[src/rtl/sd_cmd_pkg.sv]
package sd_cmd_pkg;

   localparam int CMD_FRAME_BITS  = 48;
   localparam int SHORT_RESP_BITS = 48;
   localparam int LONG_RESP_BITS  = 136;
   localparam int CRC_SPAN_BITS   = 40;
   localparam int RESP_OUT_BITS   = 128;

   localparam logic [2:0] RT_SHORT    = 3'd4;
   localparam logic [2:0] RT_SHORT_BSY = 3'd5;
   localparam logic [2:0] RT_LONG     = 3'd6;
   localparam logic [2:0] RT_RAW      = 3'd7;

   typedef enum logic [2:0] {
      ST_IDLE,
      ST_SEND,
      ST_WAIT,
      ST_RECV,
      ST_HOLD
   } seq_state_t;

   function automatic logic [6:0] crc7_step(input logic [6:0] crc, input logic b);
      logic fb;
      fb = b ^ crc[6];
      return {crc[5:0], 1'b0} ^ (fb ? 7'h09 : 7'h00);
   endfunction

   function automatic logic [6:0] crc7_over40(input logic [39:0] bits);
      logic [6:0] c;
      c = '0;
      for (int k = 39; k >= 0; k--) c = crc7_step(c, bits[k]);
      return c;
   endfunction

endpackage

[src/rtl/sd_cmd_tx.sv]
module sd_cmd_tx
   import sd_cmd_pkg::*;
#(
   parameter int FRAME_BITS = CMD_FRAME_BITS
) (
   input  logic        clk,
   input  logic        rst_n,
   input  logic        load,
   input  logic        shift,
   input  logic [5:0]  idx,
   input  logic [31:0] arg,
   output logic        bit_out
);

   generate
      if (FRAME_BITS != 48) begin : g_bad_frame
         $error("sd_cmd_tx: FRAME_BITS must be 48");
      end
   endgenerate

   logic [FRAME_BITS-1:0] sh;
   logic [39:0]           head;

   assign head    = {2'b01, idx, arg};
   assign bit_out = sh[FRAME_BITS-1];

   always_ff @(posedge clk or negedge rst_n) begin
      if (!rst_n)     sh <= '1;
      else if (load)  sh <= {head, crc7_over40(head), 1'b1};
      else if (shift) sh <= {sh[FRAME_BITS-2:0], 1'b1};
   end

   assert_start_bit_R3: assert property (@(posedge clk) disable iff (!rst_n)
      load |=> (bit_out == 1'b0));

endmodule

[src/rtl/sd_cmd_rx.sv]
module sd_cmd_rx
   import sd_cmd_pkg::*;
#(
   parameter int MAX_BITS = LONG_RESP_BITS,
   parameter int CRC_BITS = CRC_SPAN_BITS
) (
   input  logic                clk,
   input  logic                rst_n,
   input  logic                clr,
   input  logic                sample,
   input  logic                bit_in,
   output logic [MAX_BITS-1:0] sh,
   output logic [6:0]          crc,
   output logic [7:0]          cnt
);

   generate
      if (MAX_BITS > 255 || CRC_BITS >= MAX_BITS) begin : g_bad_rx
         $error("sd_cmd_rx: bad MAX_BITS/CRC_BITS");
      end
   endgenerate

   always_ff @(posedge clk or negedge rst_n) begin
      if (!rst_n) begin
         sh  <= '0;
         crc <= '0;
         cnt <= '0;
      end else if (clr) begin
         sh  <= '0;
         crc <= '0;
         cnt <= '0;
      end else if (sample) begin
         sh  <= {sh[MAX_BITS-2:0], bit_in};
         if (cnt < 8'(CRC_BITS)) crc <= crc7_step(crc, bit_in);
         cnt <= cnt + 8'd1;
      end
   end

   assert_count_bound_R6: assert property (@(posedge clk) disable iff (!rst_n)
      cnt <= 8'(MAX_BITS));

endmodule

[src/rtl/sd_cmd_seq.sv]
module sd_cmd_seq
   import sd_cmd_pkg::*;
#(
   parameter int TIMEOUT_TICKS = 64
) (
   input  logic         clk,
   input  logic         rst_n,
   input  logic         sd_clk_en,
   input  logic         start,
   input  logic [15:0]  cmd_word,
   input  logic [31:0]  cmd_arg,
   input  logic         cmd_in,
   input  logic         dat0_in,
   output logic         cmd_out,
   output logic         cmd_oe,
   output logic         busy,
   output logic         resp_end,
   output logic         err_index,
   output logic         err_crc,
   output logic         err_stop,
   output logic         err_timeout,
   output logic [127:0] resp
);

   localparam int TMO_W = $clog2(TIMEOUT_TICKS + 1);

   generate
      if (TIMEOUT_TICKS < 1) begin : g_bad_tmo
         $error("sd_cmd_seq: TIMEOUT_TICKS must be at least 1");
      end
   endgenerate

   seq_state_t                state;
   logic [15:0]               word_q;
   logic [5:0]                tx_cnt;
   logic [TMO_W-1:0]          tmo_cnt;
   logic                      tx_load, tx_shift, tx_bit;
   logic                      rx_sample;
   logic [LONG_RESP_BITS-1:0] rx_sh, fr_nx;
   logic [6:0]                rx_crc;
   logic [7:0]                rx_cnt;
   logic [2:0]                rtype;
   logic                      has_resp, is_long, checked, rx_last;

   assign rtype    = word_q[10:8];
   assign has_resp = rtype[2];
   assign is_long  = (rtype == RT_LONG);
   assign checked  = (rtype == RT_SHORT) || (rtype == RT_SHORT_BSY);
   assign tx_load  = (state == ST_IDLE) && start;
   assign tx_shift = (state == ST_SEND) && sd_clk_en;
   assign rx_sample = sd_clk_en && (((state == ST_WAIT) && !cmd_in) || (state == ST_RECV));
   assign rx_last  = (state == ST_RECV) &&
                     (rx_cnt == (is_long ? 8'(LONG_RESP_BITS - 1) : 8'(SHORT_RESP_BITS - 1)));
   assign fr_nx    = {rx_sh[LONG_RESP_BITS-2:0], cmd_in};

   assign busy    = (state != ST_IDLE);
   assign cmd_oe  = (state == ST_SEND);
   assign cmd_out = cmd_oe ? tx_bit : 1'b1;

   sd_cmd_tx u_tx (
      .clk     (clk),
      .rst_n   (rst_n),
      .load    (tx_load),
      .shift   (tx_shift),
      .idx     (cmd_word[5:0]),
      .arg     (cmd_arg),
      .bit_out (tx_bit)
   );

   sd_cmd_rx u_rx (
      .clk    (clk),
      .rst_n  (rst_n),
      .clr    (tx_load),
      .sample (rx_sample),
      .bit_in (cmd_in),
      .sh     (rx_sh),
      .crc    (rx_crc),
      .cnt    (rx_cnt)
   );

   always_ff @(posedge clk or negedge rst_n) begin
      if (!rst_n) begin
         state       <= ST_IDLE;
         word_q      <= '0;
         tx_cnt      <= '0;
         tmo_cnt     <= '0;
         resp_end    <= 1'b0;
         err_index   <= 1'b0;
         err_crc     <= 1'b0;
         err_stop    <= 1'b0;
         err_timeout <= 1'b0;
         resp        <= '0;
      end else begin
         resp_end <= 1'b0;
         case (state)
            ST_IDLE: if (start) begin
               state       <= ST_SEND;
               word_q      <= cmd_word;
               tx_cnt      <= '0;
               err_index   <= 1'b0;
               err_crc     <= 1'b0;
               err_stop    <= 1'b0;
               err_timeout <= 1'b0;
            end
            ST_SEND: if (sd_clk_en) begin
               if (tx_cnt == 6'(CMD_FRAME_BITS - 1)) begin
                  tmo_cnt <= '0;
                  state   <= has_resp ? ST_WAIT : ST_IDLE;
               end else begin
                  tx_cnt <= tx_cnt + 6'd1;
               end
            end
            ST_WAIT: if (sd_clk_en) begin
               if (!cmd_in) begin
                  state <= ST_RECV;
               end else if (tmo_cnt == TMO_W'(TIMEOUT_TICKS - 1)) begin
                  err_timeout <= 1'b1;
                  state       <= ST_IDLE;
               end else begin
                  tmo_cnt <= tmo_cnt + 1'b1;
               end
            end
            ST_RECV: if (sd_clk_en && rx_last) begin
               resp_end  <= 1'b1;
               err_index <= checked && (fr_nx[45:40] != word_q[5:0]);
               err_crc   <= checked && (fr_nx[7:1] != rx_crc);
               err_stop  <= !cmd_in;
               resp      <= is_long ? {1'b0, fr_nx[127:1]} : {96'b0, fr_nx[39:8]};
               state     <= (rtype == RT_SHORT_BSY) ? ST_HOLD : ST_IDLE;
            end
            ST_HOLD: if (sd_clk_en && dat0_in) state <= ST_IDLE;
            default: state <= ST_IDLE;
         endcase
      end
   end

   assert_oe_only_busy_R3: assert property (@(posedge clk) disable iff (!rst_n)
      cmd_oe |-> busy);
   assert_line_steady_R3: assert property (@(posedge clk) disable iff (!rst_n)
      (cmd_oe && $past(cmd_oe) && !$past(sd_clk_en)) |-> $stable(cmd_out));
   assert_busy_from_start_R2: assert property (@(posedge clk) disable iff (!rst_n)
      $rose(busy) |-> $past(start));
   assert_resp_pulse_R6: assert property (@(posedge clk) disable iff (!rst_n)
      resp_end |=> !resp_end);
   assert_timeout_idle_R5: assert property (@(posedge clk) disable iff (!rst_n)
      $rose(err_timeout) |-> !busy);
   assert_hold_release_R10: assert property (@(posedge clk) disable iff (!rst_n)
      ($past(state == ST_HOLD) && (state == ST_IDLE)) |-> $past(dat0_in && sd_clk_en));
   assert_index_err_R7: assert property (@(posedge clk) disable iff (!rst_n)
      $rose(err_index) |-> resp_end);
   assert_crc_err_R8: assert property (@(posedge clk) disable iff (!rst_n)
      $rose(err_crc) |-> resp_end);
   assert_stop_err_R9: assert property (@(posedge clk) disable iff (!rst_n)
      $rose(err_stop) |-> resp_end);

endmodule

[config.mk]
export PLATFORM = sky130hd
export DESIGN_NAME = sd_cmd_seq
export DESIGN_NICKNAME = d
export VERILOG_FILES = /design/src/rtl/sd_cmd_pkg.sv /design/src/rtl/sd_cmd_tx.sv /design/src/rtl/sd_cmd_rx.sv /design/src/rtl/sd_cmd_seq.sv
export SDC_FILE = /design/constraint.sdc
export NUM_CORES = 1
export LEC_CHECK = 0
export ABC_AREA = 1
export BUFFER_PORTS_ARGS = -buffer_cell sky130_fd_sc_hd__buf_2
export CAP_MARGIN = 15
export CORE_MARGIN = 2
export CORE_UTILIZATION = 63
export DETAILED_ROUTE_END_ITERATION = 6
export PLACE_DENSITY_LB_ADDON = 0.25
export SYNTH_ARGS = -nofsm -noshare
export SYNTH_HDL_FRONTEND = slang
export SYNTH_SLANG_ARGS = --single-unit
[constraint.sdc]
create_clock -name clk -period 3.1 [get_ports clk]
set_input_delay 0.31 -clock clk [delete_from_list [all_inputs] [get_ports clk]]
set_output_delay 0.31 -clock clk [all_outputs]
set_load 0.03 [all_outputs]
* Word level (Yosys, flattened, before mapping)
Cells that the tools add are included.
** Word-level totals
- Register bits after elaboration :: 350
- Output and inout bits :: 136
- Word-level logic and storage cells :: 232
** Cells by class
- Add/sub/neg operators :: 3
- Magnitude comparators :: 1
- Eq/ne operators :: 23
- Mux-type cells :: 85
- Bitwise logic cells :: 77
- Reduce and logical (&&, ||, !) cells :: 29
** Operators with widths (number)
- 127-bit 2-to-1 mux :: 3
- 7-bit XOR :: 37
- 4-bit 2-to-1 mux :: 39
- 48-bit 2-to-1 mux :: 2
- 7-bit 2-to-1 mux :: 8
- 1-bit XOR :: 37
- 3-bit 2-to-1 mux :: 9
- 8-bit 2-to-1 mux :: 3
- 6-bit 2-to-1 mux :: 3
- 3-bit case mux with 5 select lines :: 1
- 2-bit != test, second input constant :: 7
- 7-bit case mux with 2 select lines :: 1
- 2-bit nonzero test :: 7
- 3-bit equality test, second input constant :: 4
- 6-bit case mux with 2 select lines :: 1
- 1-bit 2-to-1 mux :: 10
- 1-bit logical AND :: 9
- 8-bit by 1-bit adder with 8-bit output, second input constant :: 1
- 8-bit equality test :: 1
- 8-bit by 6-bit < comparator with 1-bit output, second input constant :: 1
- 1-bit case mux with 2 select lines :: 4
- 7-bit by 1-bit adder with 7-bit output, second input constant :: 1
- 7-bit by 6-bit equality test with 1-bit output, second input constant :: 1
- 7-bit != test :: 1
- other kinds (21) :: 27

* Longest topological paths before layout
- Word-level depth :: 112
- Gate-level depth with buffers :: 26

* Cells and area by module
Synthesis repeated with hierarchy kept, for this count alone.
** Unflattened totals
- Cells, all modules :: 2030
- Area, all modules :: 16632.2 µm²
** By module, submodules not included
- sd_cmd_seq :: times used 1, cells each 801, area an instance 6965.4 µm², sequential area each 3928.8 µm²
- sd_cmd_rx :: times used 1, cells each 687, area an instance 6154.7 µm², sequential area each 3778.6 µm²
- sd_cmd_tx :: times used 1, cells each 542, area an instance 3512.1 µm², sequential area each 1234.9 µm²

* Least setup slack after synthesis
OpenSTA, ideal clock, no wires.
- Path type :: register to register
- Start point :: register state[1]
- End point :: register tx_cnt[5]
- Library setup time :: 123 ps
- Data arrival time :: 2036 ps
- Required time :: 2977 ps
- Setup slack :: 941 ps
- Stages on the path, launching flop included :: 11
- Period minus slack after synthesis :: 2159 ps
- Cell sequence :: dfrtp_1 nor2_1 nand2_1 nor2_2 inv_1 a21oi_1 inv_1 nor3_1 nand2_1 o21ai_0 a21oi_1
** Between the ends
- Word-level cells in the longest chain between the ends :: 3
- Elaborated cells on any way between the ends :: 8
- Classes of those cells :: 4 x eq/ne; 1 x mux; 3 x reduce/logical
** RTL lines
- from (decl) :: RTL line sd_cmd_seq.sv:33 : seq_state_t state;
- from (signal assigned) :: RTL line sd_cmd_seq.sv:108 : state <= has_resp ? ST_WAIT : ST_IDLE;
- from (signal assigned) :: RTL line sd_cmd_seq.sv:129 : state <= (rtype == RT_SHORT_BSY) ? ST_HOLD : ST_IDLE;
- 3-bit by 1-bit equality test with 1-bit output / 3-bit logical NOT (equally long branches) :: RTL line sd_cmd_seq.sv:95 : case (state)
- 2-bit != test (no source line) / 2-bit nonzero test (equally long branches)
- 4-bit AND reduction (no source line)
- to (signal assigned) :: RTL line sd_cmd_seq.sv:110 : tx_cnt <= tx_cnt + 6'd1;
- to (decl) :: RTL line sd_cmd_seq.sv:35 : logic [5:0] tx_cnt;
Several ways; a longest one is shown, not always the timed one.
A chain may end at the register's enable or synchronous reset.

* Worst setup path after layout
- Start point :: register word_q[8]
- End point :: register resp[117]
** Between the ends
- Word-level cells in the longest chain between the ends :: 6
- Elaborated cells on any way between the ends :: 7
- Classes of those cells :: 2 x eq/ne; 2 x mux; 3 x reduce/logical
** RTL lines
- from (decl) :: RTL line sd_cmd_seq.sv:34 : logic [15:0] word_q;
- from (signal assigned) :: RTL line sd_cmd_seq.sv:98 : word_q <= cmd_word;
- 3-bit equality test * :: RTL line sd_cmd_seq.sv:47 : assign is_long = (rtype == RT_LONG);
- 8-bit 2-to-1 mux :: RTL line sd_cmd_seq.sv:53 : (rx_cnt == (is_long ? 8'(LONG_RESP_BITS - 1) : 8'(SHORT_RESP_BITS - 1)));
- 8-bit equality test :: RTL line sd_cmd_seq.sv:53
- 1-bit logical AND :: RTL line sd_cmd_seq.sv:52 : assign rx_last = (state == ST_RECV) &&
- 1-bit logical AND :: RTL line sd_cmd_seq.sv:123 : ST_RECV: if (sd_clk_en && rx_last) begin
- 2-bit AND reduction (no source line)
- to (signal assigned) :: RTL line sd_cmd_seq.sv:128 : resp <= is_long ? {1'b0, fr_nx[127:1]} : {96'b0, fr_nx[39:8]};
- to (decl) :: RTL line sd_cmd_seq.sv:22 : output logic [127:0] resp
Mark *: on every way between the ends. The rest lies on a longest branch, timed or not.

==> qor.csv <==
metric,value,unit
final_slew_violations,0,
h-tree-depth,2,
async_sr_flop_fraction,100,%
power.density,848,nW/µm²
rsz_0062_raised_after_global_routing,false,
worst-r2r-setup-slack,-0.005,ns
cts_buffers,37,
initial_core_util,63.6,%
floorplan.rows,58,
type_of_the_tightest_min_delay_check,in -> reg,
gp_congestion,0.890,
worst_ep_required_time,3.48,ns
drive_gt1_share,18.8,%
grt_remaining_overflow,0,
ir_drop,629,µV
fmax,0.322,GHz
port_buffers,181,
layout.nets,2044,
route.detailed.vias_per_inst,5.64,
reg2reg_depth,6,
crit_fanout,246,
report.final.hold_viol_count,0,
post_cts_hold_buffer_count,2,
detail-route-antenna-nets,0,
grt_start_max_net_pins,247,
number_of_global_route_vias_before_repair,12621,
wirelength,36.4,mm
fp.dieW,163,µm
endpoint_kind,register,
timing.final.setup_violations,1,
ys_warn_count,0,
clkLatencyLatePin,0.52,ns
maxCapViolations,0,
grt_util_all_layers,27.6,%
syn_nets,1910,
postSynthAreaPerCell,8.57,µm²
cts_resized,0,
synthesis.area,15900,µm²
max-slew-margin-rel,3.92,%
timing_worst_setup_path_type,reg -> reg,
outcome,finished with violations,
root_buffer,sky130_fd_sc_hd__clkbuf_16,
power.leakage,0.00883,µW
final.fill_count,1804,
fin_util,73.5,%
firstDrtPassIters,6,
synth.ff_latch_count,346,
die_area,26500,µm²
antenna_cells,0,
cell_count_after_placement,2276,
clock_sink_count,346,
drcViolationCount,0,
sequential_fraction_of_the_synthesis_area,54.9,%
clk_path_buf_depth,3,
postSynthCellCount,1853,
area_added_between_synthesis_and_finish,15.5,%
num_vias,13216,
worstReg2RegStart,word_q[8]$_DFFE_PN0P_,
tightest_slew,1.44,ns
antenna_found_initial,0,
place_hpwl,22.7,mm
worstHoldStart,cmd_word[9],
start_kind,register,
placeableCoreArea,25000,µm²
timing.clock.skew,0.0157,ns
setup_ws,-0.00529,ns
grt_pass1_wl,60.2,mm
final_period_minus_worst_setup_slack,3.11,ns
drt_iter0_drc,1234,
hold_slack,0.00764,ns
io_pins,190,
cts_post_setup_buffers_inserted,0,
violations,setup timing,
arrival,3.48,ns
detail_route.wl_per_cell,15.5,µm
clkTransAtPathRegs,0.06,ns
worstHoldPathCells,3,
instances_no_fill,2343,
final_min_period_over_clock_period,100,%
timing.critical_path.from,word_q[8]$_DFFE_PN0P_,
cts_tree,built,
synth-edff-count,0,
synth_cell_type_count,40,
synth_top_flop_cell,sky130_fd_sc_hd__dfrtp_1,
die-height,163,µm
## per-layer routing
metal	routed length (µm)	vias to the layer above	GRT usage, %
li1	-	6372	-
met1	16000	6389	38.6
met2	17200	383	44.6
met3	2240	72	4.86
met4	961	0	8.41
met5	0	-	0
## worst max-delay path, stage by stage (launching register included)
cell                       delay (ns)
sky130_fd_sc_hd__dfrtp_1         0.39
sky130_fd_sc_hd__nor3_2          0.37
sky130_fd_sc_hd__clkinv_2        0.11
sky130_fd_sc_hd__o31ai_1         0.47
sky130_fd_sc_hd__nand3_4         0.26
sky130_fd_sc_hd__buf_12          0.27
sky130_fd_sc_hd__o31ai_1         0.61
## where the power goes
group	leakage, µW	switching [µW]	internal [µW]
clock network	0.000610	1790	2720
logic	0.00361	3150	1340
registers	0.00461	704	5840
total	0.00883	5640	9900
## worst paths after layout
path,endpoint
worst max register to register,resp[117]$_DFFE_PN0P_
worst min-delay path,word_q[9]$_DFFE_PN0P_
min in group asynchronous,tmo_cnt[3]$_DFFE_PN0P_
worst max-delay path,resp[117]$_DFFE_PN0P_
worst min register to register,resp[111]$_DFFE_PN0P_
max in group asynchronous,u_rx.sh[66]$_DFFE_PN0P_
## stage by stage
stage	instance area, µm²	setup TNS [ns]	total power [µW]	worst slack [ns]
after CTS	18300	0	15600	0.548
after global routing	18300	0	16500	0.314
after global placement	17100	0	10800	0.671
after floorplan	15900	0	9720	0.941
final	18300	-0.00529	15500	-0.00529
after detailed placement	17100	0	11000	0.570
## synthesized netlist by cell type, drive strengths merged (11+ instances only)
library cell  count  area share [%]
a21oi            15            0.50
clkbuf           99             2.3
dfrtp           299              47
dfstp            47             7.8
inv             248             5.9
nand2           449              11
nand3           226             7.2
nor2             34            0.85
nor3             15            0.50
o211ai           25             1.2
o21ai           220             6.9
o221ai           13            0.72
o31ai            98             4.6
xor2             11            0.65
## sequential cells by signal, summed over array words and instances (netlist names)
name         cells
err_crc          1
err_index        1
err_stop         1
err_timeout      1
resp           127
resp_end         1
state            3
tmo_cnt          7
tx_cnt           6
u_rx.cnt         8
u_rx.crc         7
u_rx.sh        127
u_tx.sh         47
word_q           9
## layout by cell type (no fill, tap or decap), types with 14 or more instances in the layout
cell type,count
sky130_fd_sc_hd__o31ai_1,98
sky130_fd_sc_hd__nor2_1,31
sky130_fd_sc_hd__buf_2,180
sky130_fd_sc_hd__o211ai_1,25
sky130_fd_sc_hd__o21ai_0,218
sky130_fd_sc_hd__dfstp_2,47
sky130_fd_sc_hd__nand2_2,45
sky130_fd_sc_hd__clkbuf_16,38
sky130_fd_sc_hd__dfrtp_1,299
sky130_fd_sc_hd__nand3_1,223
sky130_fd_sc_hd__a21oi_1,14
sky130_fd_sc_hd__inv_1,235
sky130_fd_sc_hd__nand2_1,402
## area by class of cell
class	instances	area (µm²)	area share, %
Multi-Input combinational cell	1150	5850	31.9
Inverter	250	945	5.15
Timing Repair Buffer	202	1150	6.29
Sequential cell	346	8720	47.5
Clock buffer	51	1090	5.94
Tap cell	330	413	2.25
Clock inverter	14	173	0.942
## kinds of logic (layout without fill, tap and decap cells)
kind of cell    after synthesis  after routing  share of synthesized area [%]
flops                       346            346                           54.9
buf+inv                     357            517                           8.47
xor+xnor                     20             20                           1.15
simple gates                738            738                           20.5
compound gates              388            388                           14.7
fa+ha+maj                     3              3                          0.236
other cells                   1              1                         0.0236
No activity file was read; power rests on OpenSTA's default activity.
